`src/rtl/xlat_pkg.sv`:
```
package xlat_pkg;

    localparam int XW     = 32;
    localparam int DOM_W  = 4;
    localparam int CB_W   = 2;
    localparam int AP_W   = 8;
    localparam int BASE_LSB    = 14;
    localparam int SECT_LSB    = 20;
    localparam int LARGE_LSB   = 16;
    localparam int SMALL_LSB   = 12;
    localparam int TINY_LSB    = 10;
    localparam int BASE_W      = XW - BASE_LSB;

    typedef enum logic [1:0] {
        L1K_FAULT   = 2'b00,
        L1K_COARSE  = 2'b01,
        L1K_SECTION = 2'b10,
        L1K_FINE    = 2'b11
    } l1_kind_e;

    typedef enum logic [1:0] {
        L2K_FAULT = 2'b00,
        L2K_LARGE = 2'b01,
        L2K_SMALL = 2'b10,
        L2K_TINY  = 2'b11
    } l2_kind_e;

    typedef enum logic [1:0] {
        PG_SECTION = 2'd0,
        PG_LARGE   = 2'd1,
        PG_SMALL   = 2'd2,
        PG_TINY    = 2'd3
    } page_e;

    typedef enum logic [1:0] {
        WS_IDLE,
        WS_L1,
        WS_L2
    } walk_st_e;

    typedef struct packed {
        logic              fault;
        logic [XW-1:0]     pa;
        page_e             ptype;
        logic [CB_W-1:0]   cb;
        logic [DOM_W-1:0]  dom;
        logic [AP_W-1:0]   ap;
    } xlat_res_t;

    typedef struct packed {
        logic              leaf;
        logic [XW-1:0]     next_addr;
        xlat_res_t         res;
    } l1_dec_t;

    // Keep the upper bits of hi from bit lsb upward, the lower bits from lo.
    function automatic logic [XW-1:0] splice(input logic [XW-1:0] hi,
                                             input logic [XW-1:0] lo,
                                             input int unsigned   lsb);
        logic [XW-1:0] mask;
        mask = {XW{1'b1}} << lsb;
        return (hi & mask) | (lo & ~mask);
    endfunction

    function automatic logic [XW-1:0] l1_entry_addr(input logic [BASE_W-1:0] base,
                                                    input logic [XW-1:0]     va);
        return {base, va[31:20], 2'b00};
    endfunction

    function automatic logic [XW-1:0] coarse_entry_addr(input logic [XW-1:0] d,
                                                        input logic [XW-1:0] va);
        return {d[31:10], va[19:12], 2'b00};
    endfunction

    function automatic logic [XW-1:0] fine_entry_addr(input logic [XW-1:0] d,
                                                      input logic [XW-1:0] va);
        return {d[31:12], va[19:10], 2'b00};
    endfunction

endpackage

```
`src/rtl/xlat_l1_decode.sv`:
```
module xlat_l1_decode
    import xlat_pkg::*;
(
    input  logic [XW-1:0] desc_i,
    input  logic [XW-1:0] va_i,
    input  logic          tiny_en_i,
    output l1_dec_t       dec_o
);

    logic unused_l1_bits;
    assign unused_l1_bits = desc_i[9] ^ desc_i[4];

    always_comb begin
        dec_o           = '0;
        dec_o.res.dom   = desc_i[8:5];
        dec_o.res.cb    = desc_i[3:2];
        dec_o.res.ap    = {{(AP_W-2){1'b0}}, desc_i[11:10]};
        dec_o.res.ptype = PG_SECTION;
        dec_o.res.pa    = splice(desc_i, va_i, SECT_LSB);
        case (l1_kind_e'(desc_i[1:0]))
            L1K_FAULT: begin
                dec_o.leaf      = 1'b1;
                dec_o.res.fault = 1'b1;
            end
            L1K_SECTION: begin
                dec_o.leaf = 1'b1;
            end
            L1K_COARSE: begin
                dec_o.next_addr = coarse_entry_addr(desc_i, va_i);
            end
            default: begin
                if (!tiny_en_i) begin
                    dec_o.leaf      = 1'b1;
                    dec_o.res.fault = 1'b1;
                end else begin
                    dec_o.next_addr = fine_entry_addr(desc_i, va_i);
                end
            end
        endcase
    end

endmodule

```
`src/rtl/xlat_l2_decode.sv`:
```
module xlat_l2_decode
    import xlat_pkg::*;
(
    input  logic [XW-1:0]    desc_i,
    input  logic [XW-1:0]    va_i,
    input  logic [DOM_W-1:0] dom_i,
    output xlat_res_t        res_o
);

    always_comb begin
        res_o       = '0;
        res_o.dom   = dom_i;
        res_o.cb    = desc_i[3:2];
        res_o.ap    = desc_i[11:4];
        case (l2_kind_e'(desc_i[1:0]))
            L2K_FAULT: begin
                res_o.fault = 1'b1;
                res_o.ptype = PG_LARGE;
                res_o.pa    = desc_i;
            end
            L2K_LARGE: begin
                res_o.ptype = PG_LARGE;
                res_o.pa    = splice(desc_i, va_i, LARGE_LSB);
            end
            L2K_SMALL: begin
                res_o.ptype = PG_SMALL;
                res_o.pa    = splice(desc_i, va_i, SMALL_LSB);
            end
            default: begin
                res_o.ptype = PG_TINY;
                res_o.pa    = splice(desc_i, va_i, TINY_LSB);
                res_o.ap    = {{(AP_W-2){1'b0}}, desc_i[5:4]};
            end
        endcase
    end

endmodule

```
`src/rtl/xlat_walker.sv`:
```
module xlat_walker
    import xlat_pkg::*;
(
    input  logic             clk,
    input  logic             rst,
    input  logic             start_i,
    input  logic [XW-1:0]    vaddr_i,
    input  logic [XW-1:0]    tbase_i,
    input  logic             tiny_en_i,
    output logic             mem_req_o,
    output logic [XW-1:0]    mem_addr_o,
    input  logic             mem_gnt_i,
    input  logic [XW-1:0]    mem_rdata_i,
    output logic             done_o,
    output logic             fault_o,
    output logic [XW-1:0]    paddr_o,
    output logic [1:0]       ptype_o,
    output logic [CB_W-1:0]  cb_o,
    output logic [DOM_W-1:0] domain_o,
    output logic [AP_W-1:0]  ap_o
);

    walk_st_e          state_q;
    logic [XW-1:0]     va_q;
    logic [BASE_W-1:0] base_q;
    logic              tiny_q;
    logic [XW-1:0]     l2a_q;
    logic [DOM_W-1:0]  dom_q;
    logic              done_q;
    xlat_res_t         res_q;

    l1_dec_t           l1_dec;
    xlat_res_t         l2_res;

    logic unused_tb_bits;
    assign unused_tb_bits = ^tbase_i[BASE_LSB-1:0];

    xlat_l1_decode i_l1 (
        .desc_i    (mem_rdata_i),
        .va_i      (va_q),
        .tiny_en_i (tiny_q),
        .dec_o     (l1_dec)
    );

    xlat_l2_decode i_l2 (
        .desc_i (mem_rdata_i),
        .va_i   (va_q),
        .dom_i  (dom_q),
        .res_o  (l2_res)
    );

    always_ff @(posedge clk) begin
        if (rst) begin
            state_q <= WS_IDLE;
            va_q    <= '0;
            base_q  <= '0;
            tiny_q  <= 1'b0;
            l2a_q   <= '0;
            dom_q   <= '0;
            done_q  <= 1'b0;
            res_q   <= '0;
        end else begin
            done_q <= 1'b0;
            case (state_q)
                WS_IDLE: begin
                    if (start_i) begin
                        va_q    <= vaddr_i;
                        base_q  <= tbase_i[XW-1:BASE_LSB];
                        tiny_q  <= tiny_en_i;
                        state_q <= WS_L1;
                    end
                end
                WS_L1: begin
                    if (mem_gnt_i) begin
                        if (l1_dec.leaf) begin
                            res_q   <= l1_dec.res;
                            done_q  <= 1'b1;
                            state_q <= WS_IDLE;
                        end else begin
                            l2a_q   <= l1_dec.next_addr;
                            dom_q   <= l1_dec.res.dom;
                            state_q <= WS_L2;
                        end
                    end
                end
                WS_L2: begin
                    if (mem_gnt_i) begin
                        res_q   <= l2_res;
                        done_q  <= 1'b1;
                        state_q <= WS_IDLE;
                    end
                end
                default: state_q <= WS_IDLE;
            endcase
        end
    end

    always_comb begin
        mem_req_o  = (state_q != WS_IDLE);
        mem_addr_o = (state_q == WS_L2) ? l2a_q : l1_entry_addr(base_q, va_q);
    end

    assign done_o   = done_q;
    assign fault_o  = res_q.fault;
    assign paddr_o  = res_q.pa;
    assign ptype_o  = res_q.ptype;
    assign cb_o     = res_q.cb;
    assign domain_o = res_q.dom;
    assign ap_o     = res_q.ap;

endmodule

```
`config.mk`:
```
export PLATFORM = sky130hd
export DESIGN_NAME = xlat_walker
export DESIGN_NICKNAME = d
export VERILOG_FILES = /design/src/rtl/xlat_pkg.sv /design/src/rtl/xlat_l1_decode.sv /design/src/rtl/xlat_l2_decode.sv /design/src/rtl/xlat_walker.sv
export SDC_FILE = /design/constraint.sdc
export NUM_CORES = 1
export LEC_CHECK = 0
export BUFFER_PORTS_ARGS = -buffer_cell sky130_fd_sc_hd__buf_2
export CORE_MARGIN = 2
export CORE_UTILIZATION = 48
export DETAILED_ROUTE_END_ITERATION = 12
export PLACE_DENSITY = 0.87
export SYNTH_ARGS = -nofsm -noshare
export SYNTH_HDL_FRONTEND = slang
export SYNTH_HIERARCHICAL = 1
export SYNTH_SLANG_ARGS = --single-unit
```
`constraint.sdc`:
```
create_clock -name clk -period 1.8 [get_ports clk]
set_clock_uncertainty 0.15 [all_clocks]
set_input_delay 0.09 -clock clk [delete_from_list [all_inputs] [get_ports clk]]
set_output_delay 0.09 -clock clk [all_outputs]
set_load 0.02 [all_outputs]
```
-- Word level (Yosys, flattened, before mapping)
Cells that the tools add are included.
- add/subtract/negate cells: 0
- $mul: 0
- div/mod/pow operators: 0
- $lt $le $gt $ge: 0
- equal/unequal tests: 8
- shift-type cells: 0
- muxes and demuxes: 22
- bitwise logic cells: 5
- reduce and logical (&&, ||, !) cells: 11
- operators by type and width (cell ; number):
    two-way mux 49 bit ; 3
    one-hot mux 34 bit (3 select lines) ; 1
    one-hot mux 49 bit (2 select lines) ; 1
    two-way mux 32 bit ; 2
    one-hot mux 32 bit (2 select lines) ; 1
    OR 32 x 10 -> 32 bit ; 1
    OR 32 x 12 -> 32 bit ; 1
    OR 32 x 16 -> 32 bit ; 1
    OR 32 x 20 -> 32 bit ; 1
    two-way mux 2 bit ; 4
    two-way mux 8 bit ; 1
    != test 2 bit, second input constant ; 3
    one-hot mux 1 bit (2 select lines) ; 3
    one-hot mux 2 bit (3 select lines) ; 1
    AND reduction 3 bit ; 2
    two-way mux 1 bit ; 5
    == test 2 x 1 -> 1 bit, second input constant ; 2
    == test 2 bit, second input constant ; 2
    zero test 2 bit ; 2
    AND reduction 4 bit ; 1
    nonzero test 2 bit ; 2
    OR reduction 2 bit ; 2
    OR reduction 3 bit ; 1
    != test 2 x 1 -> 1 bit, second input constant ; 1
    other kinds (2) ; 2
- register bits after elaboration: 139
- bits in latches: 0
- RAM bits: 0
- ROM bits: 0
- input bits: 101
- word-level logic and storage cells: 59
- memories: 0

-- Depth between registers and ports, before layout
Gate-level depths: netlist of run 1.
- word-level depth: 6
- depth in mapped cells: 9
- mapped depth without buffers: 5

-- By module
Netlist of run 1, hierarchy kept.
- by module, submodules not included (module ; instances ; cells each ; area each (um2) ; seq. area each (um2)):
    xlat_walker ; 1 ; 664 ; 5836.8 ; 2782.7
    xlat_l1_decode ; 1 ; 94 ; 695.7 ; 0.0
    xlat_l2_decode ; 1 ; 53 ; 380.4 ; 0.0

-- Worst setup path after synthesis of run 1
Ideal clock, no wire load.
- kind: register -> register
- from: register state_q[0]
- to: register res_q, in the netlist paddr_o[21]
- library setup time: 0.145 ns
- arrival time: 1.629 ns
- required time: 1.505 ns
- setup slack: -0.124 ns
- cell stages (with the launch flop): 10
- path buffers: 4
- period minus slack after synthesis: 1.924 ns
- cells stage by stage: dfxtp_1 inv_1 ha_1 buf_2 o21bai_1 and2_1 buf_2 buf_6 buf_6 a211oi_2
- cells in the longest elaborated chain, start to end: 3
- elaborated cells between the ends (all ways): 8
- classes of those cells: eq/ne (5); mux (1); reduce/logical (2)
- ends and longest elaborated chain (element ; RTL line ; source):
    start: declaration ; xlat_walker.sv:23 ; walk_st_e state_q;
    start signal: assignment ; xlat_walker.sv:54 ; state_q <= WS_IDLE;
    start signal: assignment ; xlat_walker.sv:70 ; state_q <= WS_L1;
    start signal: assignment ; xlat_walker.sv:78 ; state_q <= WS_IDLE;
    == test 2 x 1 -> 1 bit / == test 2 bit (equally long branches) ; xlat_walker.sv:64 ; case (state_q)
    != test 2 x 1 -> 1 bit (no line) (tied with other cells) ; n/a ;
    AND reduction 4 bit (no line) ; n/a ;
    end signal: assignment ; xlat_walker.sv:76 ; res_q <= l1_dec.res;
    end signal: assignment ; xlat_walker.sv:88 ; res_q <= l2_res;
    end: declaration ; xlat_walker.sv:30 ; xlat_res_t res_q;
Parallel ways exist; a longest one is shown, timed or not.
A chain may end at the register's enable or synchronous reset.

-- Worst setup path after layout of run 1
- from: register state_q[0]
- to: register res_q, in the netlist ap_o[4]
Same word-level chain as after synthesis.

==> results.md, run 1 <==
* Worst setup margin at -0.223 ns
* Vias after detailed routing at 6957
* Slew @ Worst Pin at 0.735 ns
* Run status: complete, but fails checks
* # DRC at 0
* Multi-input logic area at 3690 µm²
* Root Driver: clkbuf_16
* Fraction of layout cells with a size suffix above 1 at 37.5%
* Hold_ws at 0.0320 ns
* Worst-path clk slew at 0.06 ns
* Sequential cell area at 2790 µm²
* H-tree levels at 4
* Die height at 124 µm
* CTS tree: done
* Area Overhead vs Synth at 48.9%
* Routability congestion estimate at 0.790
* Clock Sinks at 139
* Vias in the first global route at 6662
* Failing checks: negative setup slack
* Hold Vio Cnt, Final at 0
* Wire length per cell at 21.1 µm
* Unrepaired setup endpoints after global routing: yes
* Synth area leader: dfxtp_1
* Drt via density at 5.74
* Post-synthesis compound-gate area fraction at 18.2%
* Mux cell area share after synthesis at 14.5%
* DRT Wirelength at 25600 µm
* Clk buf depth at 2
* Syn Inst Count at 811
* First-pass GRT wire length at 34100 µm
* Num rows at 43
* Dpl ws at -0.103 ns
* Startpoint types: flop
* Req. time, crit path at 1.96 ns
* WS Path Type: reg2reg
* Synth area leaders: dfxtp_1 40%, a21oi_1 10%, nand2_1 9.7%
* Initial antenna violation count at 0
* DP HPWL at 11800 µm
* WP data arrival at 2.19 ns
* GRT Resource Usage Total at 29.2%
* Nets at 1127
* EDFF count, synth at 0
* Post-synth cell types at 36
* Worst slew margin at 50.9%
* Die width at 124 µm
* Maximum vdd ir drop at 795 µV
* Grt ovf at 0
* Max-slew violations at 0
* Hold crit path type: in2reg
* Post-synth top area share at 40.3%
* Mean post-synth cell area at 8.52 µm²
* Final setup fails at 81
* Combinational family with the most area after synthesis: compound AO/OA/AOI/OAI gates
* Antenna viol nets, final at 0
* Main synth FF type: dfxtp_1
* # IOs at 184
* Min cycle time layout at 2.02 ns
* Num CTS Buffers at 17
* Die area at 15400 µm²
* Tot Pwr at 9.71 mW
* Worst skew pair latency at 0.42 ns
* Post-Syn Area at 6910 µm²
* Post-Synth Adder-Cell Area at 1.09%
* Drt first-iter violations at 567
* Peak Freq at 494 MHz
* Worst Setup End Kind: flop
* Seq cells post-synth at 139
* Pwr Density at 943 nW/µm²
* Max_cap viols at 0
* Synth async-reset ratio at 0%
* CP max FO at 19
* Post-synthesis sequential area ratio at 40.3%
* Pin count of the biggest net entering global routing at 81
* Final clock period utilization by the worst path at 112%
* Port bufs at 169
* Yosys warns at 6
* Initial Util at 49.4%
* Fillcell total at 927
* XOR/XNOR Fraction of Synth Area at 0.127%
* Core area at 14000 µm²
* LEAKAGE at 4.24 nW
* Post-Synth Simple-Gate Area at 14.0%
* Drt first pass iters at 6
layout make-up:
cell class	count	share of cell area [%]
Tap cell	180	2.19
Sequential cell	139	27.1
Multi-Input combinational cell	537	35.8
Clock buffer	19	4.21
Timing Repair Buffer	322	28.6
Clock inverter	12	1.92
Antenna cell	1	0.0243
Inverter	3	0.134
per-stage QoR:
| stage | instance area [µm²] | util (%) | std cells | TNS (ns) |
|---|---|---|---|---|
| 5_1_grt | 10300 | 73.6 | 1212 | -15.04 |
| 3_5_place_dp | 7650 | 54.7 | 1059 | -1.75 |
| 4_1_cts | 9710 | 69.4 | 1201 | -10.70 |
| 6_report | 10300 | 73.6 | 1213 | -11.60 |
| 3_3_place_gp | 7650 | 54.7 | 1059 | 0 |
| 2_1_floorplan | 7000 | - | 820 | -0.0813 |
worst max-delay path, stage by stage (launching register included):
cell      delay (ns)
dfxtp_4         0.36
inv_4           0.04
ha_4            0.17
buf_12          0.15
buf_6           0.12
buf_6           0.11
o21bai_4        0.14
buf_6           0.15
buf_12          0.18
a21oi_1         0.08
a211oi_1        0.28
cells in the mapped netlist, types with 4 or more instances:
library cell and instances:
and2_1 10, dfxtp_1 139, clkbuf_1 57, ha_1 6
a211oi_1 39, nand2_1 178, a32o_2 10, a211oi_2 10
buf_1 5, buf_2 13, mux2_2 44, nor2b_1 4
buf_4 59, and3_1 17, mux2i_1 49, a21oi_1 139
buf_6 4
where the power goes:
group          total (mW)  leakage (nW)  internal (mW)  switching [mW]
registers            3.50          1.14           3.32           0.182
logic                2.40          2.81           1.12            1.28
clock network        3.80         0.291           2.44            1.36
total                9.71          4.24           6.88            2.82
per-layer routing:
layer  wire length [µm]  GRT usage, %  vias to the layer above
met5                  0             0                        -
li1                   -             -                     3143
met1               9680          32.4                     3310
met4               1020          13.8                        0
met2              13000          51.4                      398
met3               1870          8.52                      106
flip-flops by register name (all words and copies together), names as in the netlist:
signal	count
va_q	32
domain_o	4
paddr_o	32
l2a_q	32
fault_o	1
state_q	2
ap_o	8
ptype_o	2
base_q	18
done_o	1
dom_q	4
tiny_q	1
cb_o	2
timing repair:
item / CTS / global route
pin swaps: 3 / 23
cloned: 9 / 8
hold endpoints to repair: 103 / 0
gates resized for setup: 59 / 96
hold buffers: 83 / 0
endpoints found under the setup margin: 79 / 85
buffers inserted: 19 / 4
final timing paths:
check | end | from | depth (start not counted) | slack [ns]
max | ap_o[4] | state_q[0] | 10 | -0.22
min | ptype_o[1] | mem_rdata_i[1] | 3 | 0.03
max reg2reg | ap_o[4] | state_q[0] | 10 | -0.22
min reg2reg | l2a_q[1] | l2a_q[1] | 2 | 0.30
placed cells by master (no fill, tap or decap), types with 4 or more instances in the layout:
cell	synthesis	layout
a211oi_1	39	28
a211oi_2	10	21
a21oi_1	139	121
a21oi_2	0	15
a32o_2	10	10
and2_1	10	6
and2_4	1	5
and3_1	17	17
buf_12	0	14
buf_16	0	7
buf_2	13	136
buf_4	59	32
buf_6	4	40
bufinv_16	0	5
clkbuf_16	0	25
clkinvlp_4	0	5
conb_1	1	10
dfxtp_1	139	136
dlygate4sd3_1	0	83
mux2_2	44	14
mux2_4	1	31
mux2i_1	49	49
nand2_1	178	176
nor2b_1	4	4
cells by family after synthesis:
family | Yosys count
and+or+nand+nor | 223
AOI/OAI and AO/OA | 203
buffers and inverters | 144
DFF | 139
muxes | 94
adders and majority gates | 6
other | 1
xor gates and xnor gates | 1
Power figures use the tool's default switching activity.
==> inputs of run 2 (changes only) <==
Settings changed: CORE_UTILIZATION 48 to 46, PLACE_DENSITY 0.87 to 0.8, SYNTH_HIERARCHICAL 1 to not set.
==> run 2 against run 1 <==
Against the previous run:
- the run still ends with negative setup slack left
- synthesized area decreased by 17%
- final cell count fell by 7.4%
- clock-buffer cell count grew 6
- routed wire length is 19% lower
- highest routed layer unchanged
- critical endpoint unchanged
- register-to-register slack better by 0.08 ns
- critical path depth increased by 1
- combinational power shrank 15%
- largest power group unchanged
- global-route usage fell by 1.3 points
==> results.md, run 2 <==
* Routability congestion estimate at 0.834
* Most frequent CP cell: buf_4
* Synth cell count leaders: 194 x nand2_1, 137 x dfxtp_1, 101 x a21oi_1
* Clk buf depth at 2
* LEAKAGE at 3.78 nW
* Req. time, crit path at 1.95 ns
* Min cycle time layout at 1.95 ns
* Dpl ws at -0.0548 ns
* Clock Sinks at 137
* Worst path top cell family by delay: buffers and inverters
* Post-synthesis sequential area ratio at 47.7%
* Pin count of the biggest net entering global routing at 49
* Synth area leader: dfxtp_1
* Mux cell area share after synthesis at 10.2%
* Final setup fails at 68
* Port bufs at 167
* Worst skew pair latency at 0.42 ns
* Cell area after layout at 9230 µm²
* Drt first pass iters at 8
* Mean post-synth cell area at 8.56 µm²
* Combinational family with the most area after synthesis: simple AND/OR/NAND/NOR gates
* Seq cells post-synth at 137
* Sequential cell area at 2750 µm²
* Die height at 116 µm
* Wire length per cell at 18.5 µm
* Core area at 12100 µm²
* Run status: complete, but fails checks
* Synth async-reset ratio at 0%
* XOR/XNOR Fraction of Synth Area at 0%
* Sequential share of power at 37.6%
* Final clock period utilization by the worst path at 108%
* Root Driver: clkbuf_16
* Drt via density at 5.39
* Maximum vdd ir drop at 787 µV
* Max_cap viols at 0
* Clock power frac at 39.8%
* Count leader, synth: nand2_1
* Vias in the first global route at 5867
* # DRC at 0
* Initial antenna violation count at 1
* H-tree levels at 4
* Slowest CP cell: dfxtp_2
* Commonest non-fill, non-tap cells in the layout: 191 x nand2_1, 136 x buf_2, 135 x dfxtp_1
* Worst setup margin at -0.148 ns
* Post-synth cell types at 37
* Die width at 116 µm
* Min-delay src: tbase_i[29]
* Antenna viol nets, final at 0
* Grt ovf at 0
* Placed Cells at 983
* Die area at 13400 µm²
* Multi-input logic area at 3000 µm²
* Sw frac at 27.7%
* Critical path's largest stage delay at 0.33 ns
* Hold crit path type: in2reg
* Hold Vio Cnt, Final at 0
* Post-synth top area share at 47.7%
* Worst reg2reg startpoint: state_q[0]
* Nets at 1046
* Syn Inst Count at 672
* Unrepaired setup endpoints after global routing: yes
* Failing checks: negative setup slack
* Hold_ws at 0.293 ns
* Placed Area at 6920 µm²
* CP max FO at 7
* Critical path buffer and inverter count at 6
* Yosys warns at 0
* Most common cell after layout, fill and taps aside: nand2_1
* DRT Wirelength at 20700 µm
* Pwr Density at 979 nW/µm²
* Net Sw Power at 2.50 mW
* Num rows at 40
* Drt first-iter violations at 485
* Post-synthesis compound-gate area fraction at 16.3%
* WP data arrival at 2.10 ns
* Fraction of layout cells with a size suffix above 1 at 36.6%
* Critical Path, Cell by Cell: inv_2 -> ha_4 -> buf_4 -> buf_6 -> o21ai_4 -> a31oi_4 -> buf_12 -> buf_4 -> buf_4 -> nand4_1 -> a21oi_1
* DP HPWL at 10800 µm
* Vias after detailed routing at 6056
* Post-Synth Simple-Gate Area at 19.4%
* Worst Setup End Kind: flop
* Num CTS Buffers at 17
* Reg-to-Reg End: ap_o[4]
* Peak Freq at 513 MHz
* Max-slew violations at 0
* Internal at 6.53 mW
* Main synth FF type: dfxtp_1
* GRT Resource Usage Total at 28.0%
* Sink of the worst hold path: base_q[15]
* Initial Util at 47.5%
* Logic pwr share at 22.6%
* Post-Syn Area at 5750 µm²
* EDFF count, synth at 0
* Area Overhead vs Synth at 60.4%
* # IOs at 184
* WHS Path Cells at 4
* CTS tree: done
* Non-filler cells, final at 1123
* FF-to-FF setup slack at -0.15 ns
* Synth area leaders: dfxtp_1 48%, nand2_1 13%, a21oi_1 8.8%
* First-pass GRT wire length at 28800 µm
* Fillcell total at 763
* Post-Synth Adder-Cell Area at 0.870%
* WS Path Type: reg2reg
* Worst r2r path cells at 11
* Startpoint types: flop
* Worst-path clk slew at 0.06 ns
## run 2: through the flow
step	total power, mW	util (%)	setup TNS (ns)
final	9.03	76.2	-5.49
after global routing	9.34	76.2	-9.93
after CTS	8.76	72.5	-4.79
after detailed placement	4.91	57.1	-0.180
after global placement	4.88	57.1	0
after floorplan	4.35	-	0
## run 2: worst min-delay path: cells and delay by family
| kind | cells | cell delay (ns) |
|---|---|---|
| buf+inv | 2 | 0.64 |
| simple gates | 1 | 0.04 |
| compound gates | 1 | 0.05 |
## run 2: power groups by stage
stage | Sequential [mW] | Clock (mW) | Combinational, mW
3_3_place_gp | 3.43 | 0 | 1.46
4_1_cts | 3.38 | 3.60 | 1.79
5_1_grt | 3.42 | 3.76 | 2.16
6_report | 3.40 | 3.60 | 2.04
2_1_floorplan | 3.52 | 0 | 0.829
3_5_place_dp | 3.43 | 0 | 1.48
## run 2: logic make-up after synthesis
| logic type | count (synthesis) |
|---|---|
| other | 1 |
| adder cells (fa/ha/maj) | 4 |
| AO/OA/AOI/OAI | 143 |
| flip-flops | 137 |
| buffers and inverters | 63 |
| AND/OR/NAND/NOR | 269 |
| multiplexers | 55 |
## run 2: per-layer routing
layer	vias to the layer above	GRT usage, %	routed length [µm]
li1	2809	-	-
met1	2875	31.8	8000
met2	305	49.2	10500
met3	67	7.37	1530
met4	0	12.6	710
met5	-	0	0
## run 2: worst max-delay path by stage
stage	from	to	slack, ns	depth (start not counted)
floorplan	state_q[0]	paddr_o[21]	0.06	8
global placement	state_q[1]	l2a_q[24]	0.03	8
detailed placement	state_q[0]	ap_o[1]	-0.05	8
CTS	state_q[0]	mem_addr_o[16]	-0.19	6
global route	state_q[0]	ap_o[4]	-0.20	11
finish	state_q[0]	ap_o[4]	-0.15	11
## run 2: what timing repair did
| action | in CTS | in global routing |
|---|---|---|
| gates resized for setup | 70 | 83 |
| pin swaps | 3 | 31 |
| endpoints found under the setup margin | 65 | 111 |
| buffers inserted | 14 | 2 |
| hold endpoints to repair | 123 | 0 |
| cloned | 1 | 5 |
| hold buffers | 86 | 0 |
## run 2: final cells by class
cell class / count / area share (%)
Timing Repair Buffer: 306 / 28.5
Tap cell: 168 / 2.28
Multi-Input combinational cell: 473 / 32.6
Sequential cell: 137 / 29.8
Clock inverter: 7 / 1.23
Clock buffer: 25 / 5.37
Antenna cell: 1 / 0.0271
Inverter: 6 / 0.271
